==> src/rtl/syn_aligner_pkg.sv <==
package syn_aligner_pkg;
  typedef enum logic [1:0] {
    ST_HUNT    = 2'd0,
    ST_CONFIRM = 2'd1,
    ST_LOCKED  = 2'd2
  } align_state_e;
endpackage

==> src/rtl/syn_shifter.sv <==
module syn_shifter #(
  parameter int CHAR_W    = 8,
  parameter bit MSB_FIRST = 1'b1
) (
  input  logic              clk_i,
  input  logic              rst_ni,
  input  logic              stb_i,
  input  logic              bit_i,
  output logic [CHAR_W-1:0] win_nxt_o
);
  logic [CHAR_W-1:0] win_q;

  generate
    if (MSB_FIRST) begin : g_msb
      assign win_nxt_o = {win_q[CHAR_W-2:0], bit_i};
    end else begin : g_lsb
      assign win_nxt_o = {bit_i, win_q[CHAR_W-1:1]};
    end
  endgenerate

  always_ff @(posedge clk_i or negedge rst_ni) begin
    if (!rst_ni)    win_q <= '0;
    else if (stb_i) win_q <= win_nxt_o;
  end
endmodule

==> src/rtl/syn_matcher.sv <==
module syn_matcher #(
  parameter int                CHAR_W   = 8,
  parameter logic [CHAR_W-1:0] SYN_CODE = 8'h16,
  parameter bit                PAR_ODD  = 1'b1
) (
  input  logic [CHAR_W-1:0] win_i,
  output logic              is_syn_o,
  output logic              par_bad_o
);
  assign is_syn_o = (win_i == SYN_CODE);

  generate
    if (PAR_ODD) begin : g_odd
      assign par_bad_o = ~(^win_i);
    end else begin : g_even
      assign par_bad_o = ^win_i;
    end
  endgenerate
endmodule

==> src/rtl/syn_ctrl.sv <==
module syn_ctrl
  import syn_aligner_pkg::*;
#(
  parameter int CHAR_W = 8,
  parameter int LOCK_N = 2,
  parameter int BAD_N  = 3
) (
  input  logic clk_i,
  input  logic rst_ni,
  input  logic stb_i,
  input  logic is_syn_i,
  input  logic par_bad_i,
  output logic done_o,
  output logic locked_o
);
  localparam int CW = $clog2(CHAR_W);
  localparam int MW = $clog2(LOCK_N + 1);
  localparam int BW = $clog2(BAD_N + 1);
  localparam logic [CW-1:0] POS_LAST   = CW'(CHAR_W - 1);
  localparam logic [MW-1:0] MATCH_LAST = MW'(LOCK_N - 1);
  localparam logic [BW-1:0] BAD_LAST   = BW'(BAD_N - 1);

  align_state_e st_q, st_d;
  logic [CW-1:0] pos_q, pos_d, fill_q, fill_d;
  logic [MW-1:0] match_q, match_d;
  logic [BW-1:0] bad_q, bad_d;

  always_comb begin
    st_d    = st_q;
    pos_d   = pos_q;
    fill_d  = fill_q;
    match_d = match_q;
    bad_d   = bad_q;
    done_o  = 1'b0;
    if (stb_i) begin
      unique case (st_q)
        ST_HUNT: begin
          // fill saturates once a full window is present; then every bit is a slip
          if (fill_q != POS_LAST) begin
            fill_d = fill_q + 1'b1;
          end else if (is_syn_i) begin
            pos_d = '0;
            bad_d = '0;
            if (LOCK_N == 1) begin
              st_d = ST_LOCKED;
            end else begin
              st_d    = ST_CONFIRM;
              match_d = MW'(1);
            end
          end
        end
        ST_CONFIRM: begin
          if (pos_q != POS_LAST) begin
            pos_d = pos_q + 1'b1;
          end else begin
            pos_d = '0;
            if (!is_syn_i)                 st_d = ST_HUNT;
            else if (match_q == MATCH_LAST) st_d = ST_LOCKED;
            else                            match_d = match_q + 1'b1;
          end
        end
        ST_LOCKED: begin
          if (pos_q != POS_LAST) begin
            pos_d = pos_q + 1'b1;
          end else begin
            pos_d  = '0;
            done_o = 1'b1;
            if (is_syn_i || !par_bad_i) begin
              bad_d = '0;
            end else if (bad_q == BAD_LAST) begin
              st_d   = ST_HUNT;
              fill_d = POS_LAST;
            end else begin
              bad_d = bad_q + 1'b1;
            end
          end
        end
        default: st_d = ST_HUNT;
      endcase
    end
  end

  always_ff @(posedge clk_i or negedge rst_ni) begin
    if (!rst_ni) begin
      st_q    <= ST_HUNT;
      pos_q   <= '0;
      fill_q  <= '0;
      match_q <= '0;
      bad_q   <= '0;
    end else begin
      st_q    <= st_d;
      pos_q   <= pos_d;
      fill_q  <= fill_d;
      match_q <= match_d;
      bad_q   <= bad_d;
    end
  end

  assign locked_o = (st_q == ST_LOCKED);
endmodule

==> src/rtl/syn_aligner.sv <==
module syn_aligner #(
  parameter int                CHAR_W    = 8,
  parameter logic [CHAR_W-1:0] SYN_CODE  = 8'h16,
  parameter bit                MSB_FIRST = 1'b1,
  parameter bit                PAR_ODD   = 1'b1,
  parameter int                LOCK_N    = 2,
  parameter int                BAD_N     = 3
) (
  input  logic              clk_i,
  input  logic              rst_ni,
  input  logic              bit_i,
  input  logic              bit_stb_i,
  output logic [CHAR_W-1:0] char_o,
  output logic              char_vld_o,
  output logic              syn_o,
  output logic              par_err_o,
  output logic              locked_o
);
  logic [CHAR_W-1:0] win_nxt;
  logic is_syn, par_bad, done;

  syn_shifter #(.CHAR_W(CHAR_W), .MSB_FIRST(MSB_FIRST)) u_shift (
    .clk_i, .rst_ni, .stb_i(bit_stb_i), .bit_i, .win_nxt_o(win_nxt)
  );

  syn_matcher #(.CHAR_W(CHAR_W), .SYN_CODE(SYN_CODE), .PAR_ODD(PAR_ODD)) u_match (
    .win_i(win_nxt), .is_syn_o(is_syn), .par_bad_o(par_bad)
  );

  syn_ctrl #(.CHAR_W(CHAR_W), .LOCK_N(LOCK_N), .BAD_N(BAD_N)) u_ctrl (
    .clk_i, .rst_ni, .stb_i(bit_stb_i), .is_syn_i(is_syn), .par_bad_i(par_bad),
    .done_o(done), .locked_o
  );

  always_ff @(posedge clk_i or negedge rst_ni) begin
    if (!rst_ni) begin
      char_o     <= '0;
      char_vld_o <= 1'b0;
      syn_o      <= 1'b0;
      par_err_o  <= 1'b0;
    end else begin
      char_vld_o <= done && !is_syn;
      syn_o      <= done && is_syn;
      par_err_o  <= done && !is_syn && par_bad;
      if (done) char_o <= win_nxt;
    end
  end
endmodule

==> config.mk <==
export PLATFORM = sky130hd
export DESIGN_NAME = syn_aligner
export DESIGN_NICKNAME = d
export VERILOG_FILES = /design/src/rtl/syn_aligner_pkg.sv /design/src/rtl/syn_shifter.sv /design/src/rtl/syn_matcher.sv /design/src/rtl/syn_ctrl.sv /design/src/rtl/syn_aligner.sv
export SDC_FILE = /design/constraint.sdc
export NUM_CORES = 1
export LEC_CHECK = 0
export ABC_AREA = 1
export ABC_CLOCK_PERIOD_IN_PS = 3350
export BUFFER_PORTS_ARGS = -buffer_cell sky130_fd_sc_hd__buf_2
export CELL_PAD_IN_SITES_DETAIL_PLACEMENT = 0
export CELL_PAD_IN_SITES_GLOBAL_PLACEMENT = 1
export CORE_MARGIN = 1
export CORE_UTILIZATION = 40
export DETAILED_ROUTE_END_ITERATION = 6
export PLACE_DENSITY = 0.73
export SYNTH_ARGS = -nofsm -noshare
export SYNTH_HDL_FRONTEND = slang
export SYNTH_SLANG_ARGS = --single-unit
==> constraint.sdc <==
create_clock -name clk_i -period 3.35 [get_ports clk_i]
set_input_delay 0.67 -clock clk_i [delete_from_list [all_inputs] [get_ports clk_i]]
set_output_delay 0.67 -clock clk_i [all_outputs]
set_load 0.02 [all_outputs]
==> impl_metrics.toml <==
[power]
power.density_nw_per_um2 = 672
leakage_uw = 0.00103
irDropWorstVdd_v = 0.000281

[timing]
layout_setup_ws_ns = 1.09
rsz0062_at_grt = "no"
clock_skew_ns = 0.00718
fmax_ghz = 0.443
holdWs_ns = 0.419
worst-slew-pin-transition_ns = 0.679
finalSetupViolCount = 0
timing.final.crit_share = 0.674
finalHoldViolCount = 0
finalCriticalPeriod_ns = 2.26
fin_setup_tns_ns = 0
finalMaxSlewViolations = 0
timing.slew.headroom = 0.547

[finish]
fillerInstances = 399
syn2layout_area_growth_pct = 14.6
final_area_um2 = 1930
nets = 238
ff_latch_area_um2 = 751
drive_above_1_share = 0.217
multi_input_area_um2 = 805
diodes = 0

[setup_path]
cp.required_ns = 2.68
cpMaxStageDelayCell = "dfrtp_1"
crit_arrival_ns = 1.59
end_kind = "output port"
path_cells = "inv_1 -> ha_1 -> buf_2"
worst_setup_path_start_kind = "register"
crit_type = "reg -> out"
max_stage_delay_ns = 0.48
reg2reg_slack_ns = 1.53
worstPathMaxFanout = 11

[global_route]
grt_max_degree = 31
grt_overflow_total = 0
antenna_found_initial = 0
grt_pass1_vias = 1283
grt_pass1_wl_um = 5860
grtUsageTotal = 0.181

[detailed_routing]
vias = 1291
drt_first_pass_iters = 4
wirelength_um = 3200
drt_iter0_markers = 47
drc_errors = 0
wl_per_cell_um = 11.8
drtAntennaViolNets = 0
vias_per_cell = 4.76

[logic_synthesis]
netlist_instances = 202
synthTopCellsByCount = "67 x nand2_1, 30 x dfrtp_1, 22 x inv_1, 15 x o21ai_0"
ys_seq_elements = 30
synth_ff_type = "dfrtp_1"
syn_area_um2 = 1690
yosys.cell_count.top_type = "nand2_1"
synth_area_leaders = "dfrtp_1 45%, nand2_1 15%, ha_1 10%"
synth_top_area_share = 0.445
avgSynthCellArea_um2 = 8.35
synth_nets = 220
synth_largest_area_cell = "dfrtp_1"
yosysSeqAreaShare = 0.445
synthArstFlopShare = 1.00
synth_warnings = 0
post_synth_num_cell_types = 22
synth-edff-count = 0

[die]
die_w_um = 66.9
core-area_um2 = 4030
row_count = 23
ios = 16
die-area_um2 = 4480
chipHeight_um = 66.9
start_util = 0.419

[status]
outcome = "completed"

[clock_tree]
cts_hold_buf = 0
cts.sinks = 30
cts-root-buf = "clkbuf_8"
cts_made_buffers = 5
insertion_delay_ns = 0.29
cts_resized = 0
cts_tree = "yes"
cts_buffer_depth = 2
cts_setup_buffers = 0
path_clk_slew_ns = 0.07
ctsHtreeMaxLevel = 2

[placed_design]
place_ws_ns = 1.39
gp_congestion = 0.845
io_buffers = 15
hpwl_um = 2390
place_area_um2 = 1790

[min_path]
hold_class = "in -> async"

[flow_run]
cap_violations = 0
worst max-delay path, delay by kind of cell, from the launching register on:
family                     cells  cell delay, ns
buffers and inverters          2            0.37
adders and majority gates      1            0.45
DFF                            1            0.48
kinds of logic after synthesis:
logic type               synth area share
flip-flops                          0.445
AND/OR/NAND/NOR                     0.298
adder cells (fa/ha/maj)             0.104
buffers and inverters              0.0779
AO/OA/AOI/OAI                      0.0749
stage by stage:
step                      utilization  cells  total power, uW
final                           0.480    271             1300
after global routing            0.480    271             1400
after global placement          0.444    263              829
after floorplan                     -    202              763
after detailed placement        0.444    263              847
after CTS                       0.480    271             1320
where the power goes:
part	total (uW)	internal, uW	switching, uW
registers	464	418	45.7
clock network	463	317	146
logic	371	147	225
total	1300	882	417
flip-flops by register name (all words and copies together) (netlist names):
register,cells
u_ctrl.fill_q,3
par_err_o,1
u_ctrl.st_q,2
syn_o,1
char_o,8
u_ctrl.pos_q,3
u_ctrl.bad_q,2
u_shift.win_q,7
char_vld_o,1
u_ctrl.match_q,2
layout make-up:
class / instances / area share
timing repair buffer: 15 / 0.0388
tap: 50 / 0.0324
inverter: 26 / 0.0505
multi-input combinational: 142 / 0.416
sequential: 30 / 0.388
clock buffer: 6 / 0.0427
clock inverter: 2 / 0.0311
layer usage:
metal / vias to the layer above / part of all wire / GRT usage
met2: 17 / 0.46 / 0.288
li1: 671 / - / -
met4: 0 / 0.019 / 0.0718
met3: 7 / 0.034 / 0.0514
met1: 596 / 0.49 / 0.228
met5: - / 0 / 0
placed cells by master (no fill, tap or decap):
master	n
nor2_1	8
dfrtp_1	30
nand2_1	67
o21ai_2	2
a21oi_2	1
nand2_2	4
clkbuf_8	6
bufinv_16	2
a211oi_4	1
nor2_4	2
nand2_4	2
o21ai_0	15
inv_1	22
or2_2	3
nand3_2	4
nor3_1	2
ha_1	14
buf_2	15
inv_2	4
a21oi_1	1
nand3_1	14
nor2_2	2
path summary, 6_finish.rpt:
check                              endpoint      startpoint  depth (start not counted)
max                                locked_o  u_ctrl.st_q[0]                          3
min                          u_ctrl.st_q[0]          rst_ni                          1
min reg2reg                       char_o[6]       char_o[6]                          2
min in group clk_i                char_o[6]       char_o[6]                          2
max in group asynchronous  u_ctrl.fill_q[2]          rst_ni                          1
max reg2reg                       char_o[3]  u_ctrl.st_q[0]                          4
Note: power is estimated with default switching activity, not from simulation.
